`src/rtl/tpd_pkg.sv`:
```
package tpd_pkg;

  // Magnitude of a signed phase error held in an int.
  function automatic int err_mag(input int v);
    return (v < 0) ? -v : v;
  endfunction

  // Phase error from a transition index and a centre tap.
  function automatic int index_to_err(input int idx, input int centre);
    return idx - centre;
  endfunction

endpackage

```
`src/rtl/tpd_sync.sv`:
```
module tpd_sync #(
  parameter int N_TAPS = 32
) (
  input  logic              clk,
  input  logic              rst,
  input  logic [N_TAPS-1:0] taps_i,
  output logic [N_TAPS-1:0] snap_o
);

  // Two flops per tap on the recovered clock.
  for (genvar g = 0; g < N_TAPS; g++) begin : g_tap
    logic [1:0] sh;
    always_ff @(posedge clk) begin
      if (rst) sh <= '0;
      else     sh <= {sh[0], taps_i[g]};
    end
    assign snap_o[g] = sh[1];
  end

endmodule

```
`src/rtl/tpd_locate.sv`:
```
module tpd_locate #(
  parameter int N_TAPS = 32,
  parameter int IDX_W  = $clog2(N_TAPS)
) (
  input  logic              clk,
  input  logic              rst,
  input  logic [N_TAPS-1:0] snap_i,
  output logic              found_o,
  output logic [IDX_W-1:0]  idx_o
);

  // Adjacent-pair differences: bit i set when tap i and tap i+1 disagree.
  logic [N_TAPS-2:0] pair_diff;
  assign pair_diff = snap_i[N_TAPS-2:0] ^ snap_i[N_TAPS-1:1];

  // Scan from the far end so the pair nearest tap 0 wins.
  always_comb begin
    found_o = 1'b0;
    idx_o   = '0;
    for (int i = N_TAPS - 2; i >= 0; i--) begin
      if (pair_diff[i]) begin
        found_o = 1'b1;
        idx_o   = IDX_W'(i);
      end
    end
  end

  // a reported index always points at a real edge in the snapshot.
  a_r3_found_is_edge: assert property (@(posedge clk) disable iff (rst)
    found_o |-> (snap_i[idx_o] != snap_i[idx_o + IDX_W'(1)]));

endmodule

```
`src/rtl/tpd_error.sv`:
```
module tpd_error #(
  parameter int IDX_W  = 5,
  parameter int ERR_W  = IDX_W + 1,
  parameter int CENTRE = 16
) (
  input  logic                    clk,
  input  logic                    rst,
  input  logic                    found_i,
  input  logic [IDX_W-1:0]        idx_i,
  output logic signed [ERR_W-1:0] err_next_o,
  output logic signed [ERR_W-1:0] err_o,
  output logic                    valid_o,
  output logic                    up_o,
  output logic                    dn_o
);

  assign err_next_o = $signed({1'b0, idx_i}) - $signed(ERR_W'(CENTRE));

  always_ff @(posedge clk) begin
    if (rst) begin
      err_o   <= '0;
      valid_o <= 1'b0;
      up_o    <= 1'b0;
      dn_o    <= 1'b0;
    end else begin
      valid_o <= found_i;
      up_o    <= found_i && (err_next_o > 0);
      dn_o    <= found_i && (err_next_o < 0);
      if (found_i) err_o <= err_next_o;
    end
  end

  // an empty snapshot holds the error and drops the valid flag.
  a_r5_hold_on_empty: assert property (@(posedge clk) disable iff (rst)
    !found_i |=> (!valid_o && $stable(err_o) && !up_o && !dn_o));

  // pulses are exclusive and follow the sign of a valid error.
  a_r6_pulse_excl: assert property (@(posedge clk) disable iff (rst)
    $onehot0({up_o, dn_o}));
  a_r6_up_on_pos: assert property (@(posedge clk) disable iff (rst)
    (valid_o && (err_o > 0)) |-> up_o);
  a_r6_dn_on_neg: assert property (@(posedge clk) disable iff (rst)
    (valid_o && (err_o < 0)) |-> dn_o);

endmodule

```
`src/rtl/tpd_lock.sv`:
```
module tpd_lock #(
  parameter int ERR_W      = 6,
  parameter int LOCK_RUN   = 16,
  parameter int LOCK_TOL   = 1,
  parameter int UNLOCK_TOL = 2
) (
  input  logic                    clk,
  input  logic                    rst,
  input  logic                    found_i,
  input  logic signed [ERR_W-1:0] err_next_i,
  output logic                    lock_o
);
  import tpd_pkg::*;

  localparam int CNT_W = $clog2(LOCK_RUN + 1);

  logic [CNT_W-1:0] run_q;
  logic             qualify;
  logic             too_far;

  assign qualify = found_i && (err_mag(int'(err_next_i)) <= LOCK_TOL);
  assign too_far = found_i && (err_mag(int'(err_next_i)) > UNLOCK_TOL);

  always_ff @(posedge clk) begin
    if (rst) begin
      run_q  <= '0;
      lock_o <= 1'b0;
    end else if (qualify) begin
      if (int'(run_q) < LOCK_RUN) run_q <= run_q + CNT_W'(1);
      if (int'(run_q) + 1 >= LOCK_RUN) lock_o <= 1'b1;
    end else begin
      run_q <= '0;
      if (too_far) lock_o <= 1'b0;
    end
  end

endmodule

```
`src/rtl/tap_phase_detector.sv`:
```
module tap_phase_detector #(
  parameter int N_TAPS     = 32,
  parameter int LOCK_RUN   = 16,
  parameter int LOCK_TOL   = 1,
  parameter int UNLOCK_TOL = 2,
  localparam int IDX_W     = $clog2(N_TAPS),
  localparam int ERR_W     = IDX_W + 1
) (
  input  logic                    clk,
  input  logic                    rst,
  input  logic [N_TAPS-1:0]       taps_i,
  output logic signed [ERR_W-1:0] err_o,
  output logic                    valid_o,
  output logic                    up_o,
  output logic                    dn_o,
  output logic                    lock_o
);

  localparam int CENTRE = N_TAPS / 2;

  logic [N_TAPS-1:0]       snap;
  logic                    edge_found;
  logic [IDX_W-1:0]        edge_idx;
  logic signed [ERR_W-1:0] err_next;

  tpd_sync #(.N_TAPS(N_TAPS)) u_sync (
    .clk(clk), .rst(rst), .taps_i(taps_i), .snap_o(snap)
  );

  tpd_locate #(.N_TAPS(N_TAPS), .IDX_W(IDX_W)) u_locate (
    .clk(clk), .rst(rst), .snap_i(snap),
    .found_o(edge_found), .idx_o(edge_idx)
  );

  tpd_error #(.IDX_W(IDX_W), .ERR_W(ERR_W), .CENTRE(CENTRE)) u_error (
    .clk(clk), .rst(rst), .found_i(edge_found), .idx_i(edge_idx),
    .err_next_o(err_next), .err_o(err_o), .valid_o(valid_o),
    .up_o(up_o), .dn_o(dn_o)
  );

  tpd_lock #(
    .ERR_W(ERR_W), .LOCK_RUN(LOCK_RUN),
    .LOCK_TOL(LOCK_TOL), .UNLOCK_TOL(UNLOCK_TOL)
  ) u_lock (
    .clk(clk), .rst(rst), .found_i(edge_found),
    .err_next_i(err_next), .lock_o(lock_o)
  );

  // Output-side magnitude, used only by the checks below.
  logic [ERR_W-1:0] out_mag;
  assign out_mag = err_o[ERR_W-1] ? ERR_W'(-err_o) : ERR_W'(err_o);

  // lock can only rise on a valid, near-centre result.
  a_r7_rise_near_centre: assert property (@(posedge clk) disable iff (rst)
    $rose(lock_o) |-> (valid_o && (out_mag <= ERR_W'(LOCK_TOL))));

  // a valid result far from centre never shows lock.
  a_r8_clear_far: assert property (@(posedge clk) disable iff (rst)
    (valid_o && (out_mag > ERR_W'(UNLOCK_TOL))) |-> !lock_o);

endmodule

```
`config.mk`:
```
export PLATFORM = sky130hd
export DESIGN_NAME = tap_phase_detector
export DESIGN_NICKNAME = d
export VERILOG_FILES = /design/src/rtl/tpd_pkg.sv /design/src/rtl/tpd_sync.sv /design/src/rtl/tpd_locate.sv /design/src/rtl/tpd_error.sv /design/src/rtl/tpd_lock.sv /design/src/rtl/tap_phase_detector.sv
export SDC_FILE = /design/constraint.sdc
export NUM_CORES = 1
export LEC_CHECK = 0
export ABC_AREA = 1
export CAP_MARGIN = 20
export CORE_ASPECT_RATIO = 0.8
export CORE_MARGIN = 2
export CORE_UTILIZATION = 49
export DETAILED_ROUTE_END_ITERATION = 10
export PLACE_DENSITY = 0.78
export SLEW_MARGIN = 0
export SYNTH_ARGS = -nofsm -noshare
export SYNTH_HDL_FRONTEND = slang
export SYNTH_HIERARCHICAL = 1
export SYNTH_SLANG_ARGS = --single-unit
```
`constraint.sdc`:
```
create_clock -name clk -period 8.8 [get_ports clk]
set_input_delay 2.64 -clock clk [delete_from_list [all_inputs] [get_ports clk]]
set_output_delay 2.64 -clock clk [all_outputs]
set_load 0.01 [all_outputs]
```
== Yosys cells after proc, flatten, opt, wreduce, memory -nomap -nowiden ==
Cells that the tools add are included.
Operators by class
  add/subtract/negate cells: 4
  multipliers: 0
  divide/modulo/power cells: 0
  order comparisons: 6
  eq/ne operators: 1
  shift operators: 0
  muxes and demuxes: 66
  bitwise gates (word level): 2
  reductions and logical operators: 7
Operator list (count)
  5-bit 2-to-1 mux: 31
  1-bit 2-to-1 mux: 34
  32-bit by 6-bit >= comparator with 1-bit output (second input constant): 1
  32-bit by 3-bit > comparator with 1-bit output (second input constant): 1
  32-bit by 2-bit less-or-equal comparator with 1-bit output (second input constant): 1
  32-bit 2-to-1 mux: 1
  6-bit negator with 32-bit output: 1
  31-bit bitwise XOR: 1
  5-bit by 1-bit adder with 6-bit output (second input constant): 1
  6-bit by 1-bit > comparator with 1-bit output (second input constant): 1
  6-bit by 1-bit less-than comparator with 1-bit output (second input constant): 1
  5-bit by 5-bit subtractor with 6-bit output (second input constant): 1
  5-bit by 1-bit adder with 5-bit output (second input constant): 1
  5-bit less-than comparator (second input constant): 1
  1-bit logical AND: 4
  2-bit inequality test (second input constant): 1
  2-bit AND reduction: 1
  2-bit nonzero test: 1
  2-bit OR reduction: 1
  1-bit NOT: 1
Word-level totals
  flip-flop bits (word level): 79
  bits in latches: 0
  bits in writable memories: 0
  bits in read-only memories: 0
  input bits: 34
  output and inout port bits: 10
  word-level logic and storage cells: 124
  memories: 0

== Logic depth before layout (Yosys ltp) ==
  depth in word-level cells: 39
  depth in mapped cells: 43
  mapped depth without buffers: 41

== Cells and area by module ==
The synthesis kept the hierarchy.
By module, submodules not included
  tpd_sync: times used 1, cells each 231, area an instance 2080.7 µm², seq. area each 1281.2 µm²
  tpd_locate: times used 1, cells each 118, area an instance 616.8 µm², seq. area each 0.0 µm²
  tpd_lock: times used 1, cells each 55, area an instance 379.1 µm², seq. area each 120.1 µm²
  tpd_error: times used 1, cells each 38, area an instance 311.5 µm², seq. area each 160.2 µm²

== Worst setup path before layout ==
OpenSTA, ideal clock, no wires.
  kind: reg2out
  start: register, netlist name u_error/err_o[4]
  end: output port err_o[5]
  arrival: 507 ps
  required time: 6160 ps
  slack: 5653 ps
  stages on the path, launching flop included: 2
  path buffers: 1
  cell sequence: dfxtp_1 > buf_4
RTL lines
  end: declaration: RTL line tap_phase_detector.sv:12  | output logic signed [ERR_W-1:0] err_o,

== Worst setup path in the final report ==
  start: register u_error.err_o[2]
  end: output port err_o[2]
RTL lines
  start: declaration: RTL line tpd_error.sv:11  | output logic signed [ERR_W-1:0] err_o,
  start signal: assignment: RTL line tpd_error.sv:29  | if (found_i) err_o <= err_next_o;
No word-level cell between the ends.

==> flow_summary.ini <==
[sta]
fin_tns_setup_ns = 0
finalCriticalPeriod_ns = 3.902
worst_pin_slew_ns = 0.6558
maxSlewHeadroom_pct = 55.89
fmax_mhz = 256.3
setup_ws_ns = 4.898
final.period_utilization_pct = 44.34
hold_viol_final = 0
drv_slew = 0
grt_setup_unrepaired = no
setup_violations = 0
whs_ns = 0.4022
clock_skew_ns = 0.004895

[run]
maxCapViolCount = 0

[synthesis]
avgSynthCellArea_um2 = 7.666
ys_types = 25
muxShareOfSynthArea_pct = 0.2954
seq_area_frac_synth_pct = 46.09
ys_warn_count = 6
synth.net_count = 478
syn_area_um2 = 3388
synth_top_area_cell = dfxtp_1
synth_compound_area_share_pct = 3.619
yosys.area_share.xor_xnor_pct = 8.272
yosysTopAreaCellShare_pct = 46.09
ys_top_cells_by_area = dfxtp_1 (46%), nor2_1 (11%), inv_1 (9.0%), buf_4 (8.4%), nand2_1 (8.0%)
syn-instance-count = 442
ys_ff_latch = 78
synth_top_family_by_area = simple AND/OR/NAND/NOR gates
synth_simple_gate_area_share_pct = 21.16
synth-adder-area-share_pct = 0.7386

[routing]
drc = 0
firstDrtPassIters = 4
drt_iter0_drc = 47
totalWireLength_um = 4599
routedWlPerCell_um = 8.454
dr_total_vias = 2253
drtAntennaViolNets = 0
viasPerCell = 4.142

[critical_path]
startpoint_type = register
crit_start = u_error/err_o[2]$_SDFFE_PP0P_
cp_num_buf_inv = 1
crit_chain = clkdlybuf4s50_1
critPathCaptureType = output pin
worstSetupPathType = register to output pin
reg2reg_from = u_sync/g_tap[28].sh[1]$_SDFF_PP0_
cp_data_required_time_ns = 6.16
cp_top_family = buffers and inverters
path_max_fanout = 2
cpPeakStageDelay_ns = 0.55
critPathArrivalTime_ns = 1.26
crit_slowest_cell = clkdlybuf4s50_1
r2r_slack_ns = 5.69

[floorplan]
io_pins = 44
dieArea_um2 = 7600
dieWidth_um = 96.97
die-height_um = 78.38
start_util_pct = 49.90
coreArea_um2 = 6790
num_rows = 27

[placement]
dpl-instance-area_um2 = 3558
dp_hpwl_um = 3339
dp.cells = 527
port_buffers = 43
place_ws_ns = 4.736
gp_congestion = 0.7175

[layout]
syn_to_final_growth_pct = 12.70
finalNonFillerCells = 544
nNetsFinal = 488
n_antenna_cell = 0
post-route-util_pct = 56.24
drive_above_1_share_pct = 5.908
final_area_um2 = 3819
num-fill-cells = 644

[power]
power_uw = 777.9
p_per_area_nw_per_um2 = 203.7
ir_worst_vdd_mv = 0.09558
p_leak_nw = 1.800

[global_routing]
grt_pass1_wl_um = 8273
grt_start_max_net_pins = 71
grt-ovfl-total = 0
grt_pass1_vias = 2069
antenna_found_initial = 0
track_usage_pct = 13.62

[cts]
cts_resized = 0
clk_path_buf_depth = 2
root_buffer = clkbuf_8
cts_max_level = 3
cts_sinks = 78
cts_tree = built
ctsHoldBuffers = 0
clk_pin_slew_ns = 0.07
cts_buffers = 9
postCtsSetupBuffers = 0
worstSkewPairLatency_ns = 0.35

[status]
status = complete, no violations

[worst_hold_path]
hold_path_class = register to register
min-delay-start = u_sync/g_tap[27].sh[0]$_SDFF_PP0_
## report_power, final
part | switching (mW) | leakage, nW | internal (mW)
sequential | 0.00862 | 0.644 | 0.370
clock | 0.122 | 0.116 | 0.175
combinational | 0.0531 | 1.04 | 0.0497
## cell type report
class / count / area (um2) / area share, %
well taps: 87 / 108.9 / 2.851
inverters: 82 / 307.8 / 8.060
multi-input cells: 237 / 1155 / 30.24
flip-flops and latches: 78 / 1562 / 40.89
clock buffers: 11 / 151.4 / 3.965
repair buffers: 44 / 452.9 / 11.86
clock inverters: 5 / 81.33 / 2.130
## final timing paths
kind / endpoint / depth (start not counted)
max: err_o[2] / 1
min: u_sync/g_tap[27].sh[1]$_SDFF_PP0_ / 2
max reg2reg: u_lock/run_q[1]$_SDFFE_PP0N_ / 37
min reg2reg: u_sync/g_tap[27].sh[1]$_SDFF_PP0_ / 2
## cells by family (layout without fill, tap and decap cells)
kind of cell	after synthesis	in the layout
flip-flops	78	78
XOR/XNOR	32	32
adder cells (fa/ha/maj)	2	2
AO/OA/AOI/OAI	18	18
AND/OR/NAND/NOR	184	184
buffers and inverters	127	142
multiplexers	1	1
## cells in the final DEF (no fill, tap or decap)
cell,n
o31ai_2,1
nand2_2,2
and2_4,1
inv_2,1
buf_16,1
a21oi_2,3
o211ai_1,1
o21bai_1,1
o21ai_1,1
ha_1,2
buf_2,1
nand3_1,5
nor2_1,102
o31ai_1,1
nor3_1,1
nand2_1,72
bufinv_16,2
clkinv_2,1
o21ai_0,6
clkbuf_8,11
clkinv_4,1
nor3b_2,1
xor2_1,3
dfxtp_1,78
inv_1,81
clkdlybuf4s50_1,42
a31oi_1,3
a21boi_0,1
xnor2_1,29
clkinvlp_4,1
mux2i_1,1
## synth_stat cells (all sizes together)
cell type,count
xor2,3
inv,82
mux2i,1
a21oi,3
nor3,1
nor2,102
nand3,5
o21ai,7
xnor2,29
o21bai,1
nor3b,1
o31ai,2
nand2,74
a21boi,1
o211ai,1
dfxtp,78
and2,1
buf,45
a31oi,3
ha,2
## layer usage
metal	up-vias	track usage [%]	part of all wire, %	wire length [um]
met5	-	0	0	0
met4	0	7.606	2.6	118
met3	11	4.630	5.2	240
met2	41	23.89	46	2103
met1	940	14.48	46	2136
li1	1261	-	-	-
## state kept, by name (all words and copies together) (netlist names)
register,flops
u_sync/g_tap.sh,64
u_error/err_o,5
u_lock/run_q,5
u_error/dn_o,1
u_error/up_o,1
u_error/valid_o,1
u_lock/lock_o,1
Power figures use the tool's default switching activity.
